==> config.mk <==
export PLATFORM = sky130hd
export DESIGN_NAME = xlat_walker
export DESIGN_NICKNAME = d
export VERILOG_FILES = /design/src/rtl/xw_pkg.sv /design/src/rtl/xw_l1_addr.sv /design/src/rtl/xw_l1_dec.sv /design/src/rtl/xw_l2_dec.sv /design/src/rtl/xlat_walker.sv
export SDC_FILE = /design/constraint.sdc
export NUM_CORES = 1
export LEC_CHECK = 0
export ABC_AREA = 1
export BUFFER_PORTS_ARGS = -buffer_cell sky130_fd_sc_hd__buf_2
export CORE_ASPECT_RATIO = 1.5
export CORE_UTILIZATION = 40
export CTS_CLUSTER_DIAMETER = 60
export DETAILED_ROUTE_END_ITERATION = 12
export PLACE_DENSITY_LB_ADDON = 0.25
export SYNTH_ARGS = -nofsm -noshare
export SYNTH_HDL_FRONTEND = slang
export SYNTH_SLANG_ARGS = --single-unit
==> constraint.sdc <==
create_clock -name clk -period 1.3 [get_ports clk]
set_input_delay 0.065 -clock clk [delete_from_list [all_inputs] [get_ports clk]]
set_output_delay 0.065 -clock clk [all_outputs]
set_load 0.03 [all_outputs]
==> src/rtl/xw_pkg.sv <==
package xw_pkg;

    parameter int unsigned XW_AW       = 32;  // address and descriptor width
    parameter int unsigned XW_SECT_SH  = 20;  // 1 MiB section
    parameter int unsigned XW_LARGE_SH = 16;  // 64 KiB page
    parameter int unsigned XW_SMALL_SH = 12;  // 4 KiB page

    localparam logic [XW_AW-1:0] XW_ONES = {XW_AW{1'b1}};
    // first-level index -> byte offset mask (4096 words)
    localparam logic [XW_AW-1:0] XW_L1_OFS_MASK  = (XW_ONES >> XW_SECT_SH) << 2;
    // first-level table base alignment (16 KiB)
    localparam logic [XW_AW-1:0] XW_L1_BASE_MASK = XW_ONES << (XW_AW - XW_SECT_SH + 2);
    // second-level index -> byte offset mask (256 words)
    localparam logic [XW_AW-1:0] XW_L2_OFS_MASK  =
        (XW_ONES >> (XW_AW - (XW_SECT_SH - XW_SMALL_SH))) << 2;
    // second-level table base alignment (1 KiB)
    localparam logic [XW_AW-1:0] XW_L2_BASE_MASK = XW_ONES << (XW_SECT_SH - XW_SMALL_SH + 2);
    localparam logic [XW_AW-1:0] XW_SECT_MASK    = XW_ONES << XW_SECT_SH;
    localparam logic [XW_AW-1:0] XW_LARGE_MASK   = XW_ONES << XW_LARGE_SH;
    localparam logic [XW_AW-1:0] XW_SMALL_MASK   = XW_ONES << XW_SMALL_SH;

    typedef enum logic [2:0] {
        ST_IDLE, ST_L1_READ, ST_L1_WAIT, ST_L2_READ, ST_L2_WAIT, ST_DONE
    } xw_state_e;

    typedef enum logic [1:0] {
        SZ_SECT  = 2'd0,
        SZ_LARGE = 2'd1,
        SZ_SMALL = 2'd2,
        SZ_NONE  = 2'd3
    } xw_size_e;

    typedef enum logic [1:0] {
        L1K_FAULT, L1K_SECT, L1K_TABLE
    } xw_l1_kind_e;

endpackage

==> src/rtl/xw_l1_addr.sv <==
module xw_l1_addr
    import xw_pkg::*;
(
    input  logic [XW_AW-1:0] tbase,
    input  logic [XW_AW-1:0] vaddr,
    output logic [XW_AW-1:0] word_addr
);
    // base aligned to the table size, index scaled to a word offset
    always_comb begin
        word_addr = (tbase & XW_L1_BASE_MASK) |
                    ((vaddr >> (XW_SECT_SH - 2)) & XW_L1_OFS_MASK);
    end
endmodule

==> src/rtl/xw_l1_dec.sv <==
module xw_l1_dec
    import xw_pkg::*;
(
    input  logic [XW_AW-1:0] desc,
    input  logic [XW_AW-1:0] vaddr,
    output xw_l1_kind_e      kind,
    output logic [XW_AW-1:0] sect_phys,
    output logic [XW_AW-1:0] l2_addr
);
    always_comb begin
        unique case (desc[1:0])
            2'd2:    kind = L1K_SECT;
            2'd1:    kind = L1K_TABLE;
            default: kind = L1K_FAULT;   // 0 and 3 both fault
        endcase
        sect_phys = (desc & XW_SECT_MASK) | (vaddr & ~XW_SECT_MASK);
        l2_addr   = (desc & XW_L2_BASE_MASK) |
                    ((vaddr >> (XW_SMALL_SH - 2)) & XW_L2_OFS_MASK);
    end
endmodule

==> src/rtl/xw_l2_dec.sv <==
module xw_l2_dec
    import xw_pkg::*;
(
    input  logic [XW_AW-1:0] desc,
    input  logic [XW_AW-1:0] vaddr,
    output logic             fault,
    output xw_size_e         size,
    output logic [XW_AW-1:0] phys
);
    always_comb begin
        if (desc[1]) begin
            // small page: bit 1 alone decides
            fault = 1'b0;
            size  = SZ_SMALL;
            phys  = (desc & XW_SMALL_MASK) | (vaddr & ~XW_SMALL_MASK);
        end else if (desc[0]) begin
            fault = 1'b0;
            size  = SZ_LARGE;
            phys  = (desc & XW_LARGE_MASK) | (vaddr & ~XW_LARGE_MASK);
        end else begin
            fault = 1'b1;
            size  = SZ_NONE;
            phys  = '0;
        end
    end
endmodule

==> src/rtl/xlat_walker.sv <==
module xlat_walker
    import xw_pkg::*;
(
    input  logic        clk,
    input  logic        rst_n,
    input  logic        req_valid,
    input  logic [31:0] req_vaddr,
    input  logic [31:0] req_tbase,
    output logic        busy,
    output logic        mem_rd_valid,
    input  logic        mem_rd_ready,
    output logic [31:0] mem_rd_addr,
    input  logic        mem_rsp_valid,
    input  logic [31:0] mem_rsp_data,
    output logic        done,
    output logic [31:0] done_phys,
    output logic        done_fault,
    output logic [1:0]  done_size
);

    typedef struct packed {
        xw_state_e        st;
        logic [XW_AW-1:0] va;
        logic [XW_AW-1:0] rd_addr;
        logic [XW_AW-1:0] phys;
        logic             fault;
        xw_size_e         size;
    } walk_regs_t;

    walk_regs_t walk_d, walk_q;

    logic [XW_AW-1:0] l1_word_addr;
    xw_l1_kind_e      l1_kind;
    logic [XW_AW-1:0] l1_sect_phys;
    logic [XW_AW-1:0] l1_next_addr;
    logic             l2_fault;
    xw_size_e         l2_size;
    logic [XW_AW-1:0] l2_phys;

    xw_l1_addr i_l1_addr (
        .tbase     (req_tbase),
        .vaddr     (req_vaddr),
        .word_addr (l1_word_addr)
    );

    xw_l1_dec i_l1_dec (
        .desc      (mem_rsp_data),
        .vaddr     (walk_q.va),
        .kind      (l1_kind),
        .sect_phys (l1_sect_phys),
        .l2_addr   (l1_next_addr)
    );

    xw_l2_dec i_l2_dec (
        .desc  (mem_rsp_data),
        .vaddr (walk_q.va),
        .fault (l2_fault),
        .size  (l2_size),
        .phys  (l2_phys)
    );

    always_comb begin
        walk_d = walk_q;
        unique case (walk_q.st)
            ST_IDLE: begin
                if (req_valid) begin
                    walk_d.va      = req_vaddr;
                    walk_d.rd_addr = l1_word_addr;
                    walk_d.st      = ST_L1_READ;
                end
            end
            ST_L1_READ: begin
                if (mem_rd_ready) walk_d.st = ST_L1_WAIT;
            end
            ST_L1_WAIT: begin
                if (mem_rsp_valid) begin
                    unique case (l1_kind)
                        L1K_SECT: begin
                            walk_d.phys  = l1_sect_phys;
                            walk_d.fault = 1'b0;
                            walk_d.size  = SZ_SECT;
                            walk_d.st    = ST_DONE;
                        end
                        L1K_TABLE: begin
                            walk_d.rd_addr = l1_next_addr;
                            walk_d.st      = ST_L2_READ;
                        end
                        default: begin
                            walk_d.phys  = '0;
                            walk_d.fault = 1'b1;
                            walk_d.size  = SZ_NONE;
                            walk_d.st    = ST_DONE;
                        end
                    endcase
                end
            end
            ST_L2_READ: begin
                if (mem_rd_ready) walk_d.st = ST_L2_WAIT;
            end
            ST_L2_WAIT: begin
                if (mem_rsp_valid) begin
                    walk_d.phys  = l2_phys;
                    walk_d.fault = l2_fault;
                    walk_d.size  = l2_size;
                    walk_d.st    = ST_DONE;
                end
            end
            ST_DONE: walk_d.st = ST_IDLE;
            default: walk_d.st = ST_IDLE;
        endcase
    end

    always_ff @(posedge clk) begin
        if (!rst_n) begin
            walk_q <= '0;
        end else begin
            walk_q <= walk_d;
        end
    end

    assign busy         = (walk_q.st != ST_IDLE);
    assign mem_rd_valid = (walk_q.st == ST_L1_READ) || (walk_q.st == ST_L2_READ);
    assign mem_rd_addr  = walk_q.rd_addr;
    assign done         = (walk_q.st == ST_DONE);
    assign done_phys    = walk_q.phys;
    assign done_fault   = walk_q.fault;
    assign done_size    = walk_q.size;

    AST_ACCEPT_BUSY: assert property (@(posedge clk) disable iff (!rst_n)
        (req_valid && !busy) |=> busy);
    AST_DONE_PULSE: assert property (@(posedge clk) disable iff (!rst_n)
        done |=> !done);
    AST_DONE_RELEASE: assert property (@(posedge clk) disable iff (!rst_n)
        done |=> !busy);
    AST_RD_HOLD: assert property (@(posedge clk) disable iff (!rst_n)
        (mem_rd_valid && !mem_rd_ready) |=> (mem_rd_valid && $stable(mem_rd_addr)));
    AST_NO_RD_IDLE: assert property (@(posedge clk) disable iff (!rst_n)
        !busy |-> !mem_rd_valid);
    AST_FAULT_CLEAN: assert property (@(posedge clk) disable iff (!rst_n)
        (done && done_fault) |-> (done_phys == '0 && done_size == 2'd3));

endmodule

Word-level counts from Yosys, hierarchy flattened
Cells that the tools add are included.
{"block": "totals", "ff_bits": 102, "inputBits": 101, "elab_cells": 56}
{"block": "classes", "n_eq_ne": 16, "n_mux": 20, "bitwise_logic": 5, "reduce_logical": 9}
{"cell": "one-hot mux 35 bit (2 select lines)", "n": 2}
{"cell": "two-way mux 67 bit", "n": 2}
{"cell": "two-way mux 32 bit", "n": 3}
{"cell": "one-hot mux 32 bit (2 select lines)", "n": 1}
{"cell": "two-way mux 35 bit", "n": 1}
{"cell": "bitwise OR 32 x 10 -> 32 bit", "n": 1}
{"cell": "bitwise OR 32 x 12 -> 32 bit", "n": 1}
{"cell": "bitwise OR 32 x 14 -> 32 bit", "n": 1}
{"cell": "bitwise OR 32 x 16 -> 32 bit", "n": 1}
{"cell": "bitwise OR 32 x 20 -> 32 bit", "n": 1}
{"cell": "two-way mux 3 bit", "n": 5}
{"cell": "one-hot mux 3 bit (5 select lines)", "n": 1}
{"cell": "inequality test 2 bit (second input constant)", "n": 6}
{"cell": "AND reduction 4 bit", "n": 2}
{"cell": "equality test 3 x 2 -> 1 bit (second input constant)", "n": 2}
{"cell": "equality test 3 bit (second input constant)", "n": 2}
{"cell": "AND reduction 5 bit", "n": 1}
{"cell": "equality test 2 x 1 -> 1 bit (second input constant)", "n": 2}
{"cell": "equality test 2 bit (second input constant)", "n": 2}
{"cell": "two-way mux 2 bit", "n": 2}
{"cell": "one-hot mux 2 bit (2 select lines)", "n": 1}
{"cell": "nonzero test 2 bit", "n": 2}
{"cell": "equality test 3 x 1 -> 1 bit (second input constant)", "n": 1}
{"cell": "logical NOT 3 bit", "n": 1}
{"cell": "other kinds (5)", "n": 6}

Depth between registers and ports, before layout
{"block": "depth", "depth_word": 6, "ltp_mapped": 10, "depth_no_buf": 9}

Modules after synthesis
From an unflattened synthesis, not the netlist that was laid out.
{"block": "unflattened", "cells_unflattened": 1114, "area_unflattened_um2": 6817.8}
{"module": "xlat_walker", "instances": 1, "cells_each": 938, "area_per_inst_um2": 5689.2}
{"module": "xw_l1_dec", "instances": 1, "cells_each": 69, "area_per_inst_um2": 499.2}
{"module": "xw_l2_dec", "instances": 1, "cells_each": 74, "area_per_inst_um2": 385.4}
{"module": "xw_l1_addr", "instances": 1, "cells_each": 33, "area_per_inst_um2": 244.0}

Least setup slack after synthesis
OpenSTA, ideal clock, no wires.
{"block": "synth_path", "path_type": "register to register", "start": "reg walk_q[99] in the netlist's numbering", "end": "reg walk_q[100] in the netlist's numbering", "setup_ns": 0.113, "t_arrival_ns": 1.414, "slack_ns": -0.227, "path_stages_with_launch": 10, "n_path_buf": 0, "period_less_slack_ns": 1.527, "path_cell_list": "dfxtp_1 > inv_2 > nor2_1 > nand2_1 > nand2_1 > inv_1 > nand2_1 > nand2_1 > nand2_1 > nor2_1"}
{"block": "synth_between", "elab_chain_cells": 3, "elab_cells_between_ends": 12, "classes_between": "eq/ne: 9; mux: 1; reduce/logical: 2"}
{"element": "start: declaration", "line_no": "xlat_walker.sv:30", "text": "walk_regs_t walk_d, walk_q;"}
{"element": "start signal: assignment", "line_no": "xlat_walker.sv:117", "text": "walk_q <= walk_d;"}
{"element": "equality test 3 x 2 -> 1 bit, or another cell as far along", "line_no": "xlat_walker.sv:64", "text": "unique case (walk_q.st)"}
{"element": "inequality test 2 bit (no line)"}
{"element": "AND reduction 5 bit (no line)"}
Parallel ways exist; a longest one is shown, timed or not.
A chain may end at the register's enable or synchronous reset.

Final worst setup path
{"block": "layout_path", "start": "reg walk_q[100] in the netlist's numbering", "end": "reg walk_q[99] in the netlist's numbering"}
The elaborated chain is that of the path after synthesis.

==> summary.txt <==
Outcome
  – Status: finished, violations left
  – Failing checks: setup timing

Placement
  – Setup WS pre-CTS: -0.125 ns
  – Dpl cells: 986
  – Area after DPL: 5370 um^2
  – DP Wirelength: a little under 9000 um
  – Routability Congestion: 0.841
  – I/O Buffers: around 150

Logic synthesis
  – Syn Std Cell Area: approximately 4800 um^2
  – Yosys top cell by area: dfxtp_1
  – Synth Register Bits: 88
  – Number of synthesized flops with an enable pin: 0
  – Netlist cell types: 21
  – Syn_area_per_cell: roughly 6.3 um^2
  – Synth warnings: 0
  – Synth Flop Type: dfxtp_1
  – Yosys top cell area share: 0.370
  – Sequential fraction of the synthesis area: 0.370
  – Top post-synthesis cells by area: dfxtp_1 37%, nand2_1 17%, nor2_1 11%
  – Synth Instances: between 700 and 800
  – Async S/R FF share, synth: 0

Layout
  – Most frequent cells in the layout: 206 x nand2_1, 144 x buf_2, 133 x nor2_1
  – Area of the multi-input gates: approximately 2100 um^2
  – Area grow syn2layout: 31.7%
  – Fin area: around 6300 um^2
  – Nets: approximately 980
  – Final Non-Filler Cells: between 1000 and 1500
  – Fill cells: 1209
  – Antenna cells: 0
  – Register area: about 1800 um^2
  – Share of cells above drive strength 1: 0.278
  – Leading cell type in the layout, fill and taps excluded: nand2_1
  – Final core occ: 0.543

GRT
  – Total track usage: 0.207
  – Largest net degree at the start of global routing: 89
  – Number of global-route vias before repair: 4258
  – Initial antenna violation count: 0
  – GRT overflow: 0
  – First-pass GRT wire length: just over 20000 um

Worst hold path
  – HP Class: input port to register
  – Hold depth: 3

Power
  – LEAKAGE: 3.41 nW
  – Combinational power share: 0.573
  – Sw frac: 0.452
  – Total power: 16.3 mW
  – PD cells: 2610 nW/um^2
  – Clk pwr share: 0.169
  – Sequential share of power: 0.258
  – Switching power: 7.38 mW
  – Max VDD drop: roughly 1600 uV
  – Cell internal pwr: just under 9 mW

Drt
  – Via Count: ~4700
  – DR pass1 iterations: 4
  – DRC: 0
  – Via-per-instance ratio: about 4.5
  – Final ANT Viol Nets: 0
  – Iteration-0 DRC Markers: 176
  – DR WL/cell: between 10 and 15 um
  – Post-Route WL: approximately 13000 um

STA
  – Fin Clk Skew: between 0.005 and 0.006 ns
  – Highest clock rate: 703 MHz
  – Final Worst Setup Slack: -0.122 ns
  – Final period utilization: 1.09
  – RSZ-0062 raised after global routing: yes
  – Max-slew violations: 0
  – Setup TNS: -6.41 ns
  – Final Hold Viols: 0
  – Post-layout minimum cycle time: 1.42 ns
  – Hold Worst Slack: roughly 0.0034 ns
  – Final setup viols: 89

Critical path
  – R2R setup slack: -0.12 ns
  – Crit. End Element: register
  – CP peak stage delay: approximately 0.37 ns
  – Critical-path maximum fanout: 7
  – R2R Path Start: walk_q[100]$_SDFFE_PN0P_
  – Crit path cell chain: nor2_4 -> buf_6 -> nand2_8 -> nor2_4 -> buf_12 -> buf_8 -> nor2_2 -> nand3_1 -> nand2_1 -> nor2_1
  – Crit path launch type: register
  – Arrival time worst endpoint: approximately 1.7 ns
  – Delay-heaviest family, CP: simple AND/OR/NAND/NOR gates
  – R2r endpoint: walk_q[99]$_SDFFE_PN0P_
  – Register-to-Register Path Depth: 10
  – Slowest cell on the critical path: dfxtp_4
  – Worst setup path endpoint: walk_q[99]$_SDFFE_PN0P_
  – WP buf/inv: 3
  – Worst EP required: around 1.6 ns
  – Most frequent CP cell: nor2_4
  – Kind of critical path: register to register
  – Total stage count of the critical path: 10
  – Worst setup path startpoint: walk_q[100]$_SDFFE_PN0P_

Clocking
  – Htree depth: 3
  – Num CTS Buffers: 9
  – Sink Count: 88
  – CTS Buffer Depth: 2
  – Clock latency at the later pin of the worst-skew pair: approximately 0.34 ns
  – Clock-pin transition on the worst setup and hold timing paths: approximately 0.060 ns
  – Root Buffer: clkbuf_16
  – CTS tree: built

Floorplanning
  – # IOs: 171
  – Die Area: 12300 um^2
  – Core Region: 11500 um^2
  – Rows: 48
  – Die width: 91.0 um
  – Initial Util: 0.413
  – Die Ht: about 140 um

Run
  – Max-Cap Viols: 0
[layout make-up]
class                   instances  area share
multi-input cells             481       0.343
flip-flops and latches         88       0.283
repair buffers                213       0.236
inverters                      88      0.0551
clock buffers                  10      0.0365
well taps                     150      0.0300
clock inverters                 6      0.0134
repair inverters                2     0.00280
[sequential cells by signal, indices dropped and copies added (netlist names)]
register / flops
done_phys: 32
mem_rd_addr: 30
walk_q: 23
done_size: 2
done_fault: 1
[synthesized netlist by cell type (2+ instances only)]
cell type and count:
a21oi_1 33, nand2_2 2, nand2_1 215, inv_1 83, o22ai_1 4, clkbuf_1 15, nand3_1 36, dfxtp_1 88
nor2_1 140, buf_2 21, inv_2 5, buf_4 67, o21ai_0 42
[worst min path at each step]
stage	from	endpoint	slack (ns)
after floorplan	req_vaddr[0]	walk_q[67]$_SDFFE_PN0P_	0.20
after global placement	req_vaddr[5]	walk_q[72]$_SDFFE_PN0P_	0.30
after detailed placement	req_vaddr[4]	walk_q[71]$_SDFFE_PN0P_	0.29
after CTS	req_vaddr[12]	walk_q[79]$_SDFFE_PN0P_	0.002
after global routing	mem_rsp_data[21]	done_phys[21]$_SDFFE_PN0P_	0.02
final	req_vaddr[12]	walk_q[79]$_SDFFE_PN0P_	0.003
[logic make-up after synthesis]
group / after synthesis / share of synthesized area
and+or+nand+nor: 398 / 0.330
AOI/OAI and AO/OA: 81 / 0.0900
other: 1 / 0.000788
buffers and inverters: 191 / 0.209
DFF: 88 / 0.370
[power by group through the flow]
stage	clock [mW]	sequential [mW]	combinational, mW
4_1_cts	2.82	4.19	8.45
3_5_place_dp	0	4.23	8.09
5_1_grt	2.92	4.33	10.4
2_1_floorplan	0	4.13	6.86
3_3_place_gp	0	4.22	8.04
6_report	2.75	4.22	9.36
[tightest hold or removal path, cell delays in order]
cell     delay, ns
buf_2         0.07
o21ai_0       0.07
a21oi_1       0.10
[metal layers]
layer	vias to the layer above	wire length, um	global-route usage
li1	2473	-	-
met4	0	475	0.0908
met5	-	0	0
met2	124	6430	0.354
met1	2057	5760	0.255
met3	24	524	0.0365
[repair_timing]
| item | 4_1_cts | 5_1_grt |
|---|---|---|
| pin swaps | 2 | 8 |
| gates cloned | 1 | 4 |
| endpoints found under the setup margin | 77 | 84 |
| endpoints found under the hold margin | 22 | 0 |
| setup buffers | 2 | 8 |
| hold buffers | 22 | 0 |
| gates resized for setup | 14 | 41 |
Note: power is estimated with default switching activity, not from simulation.
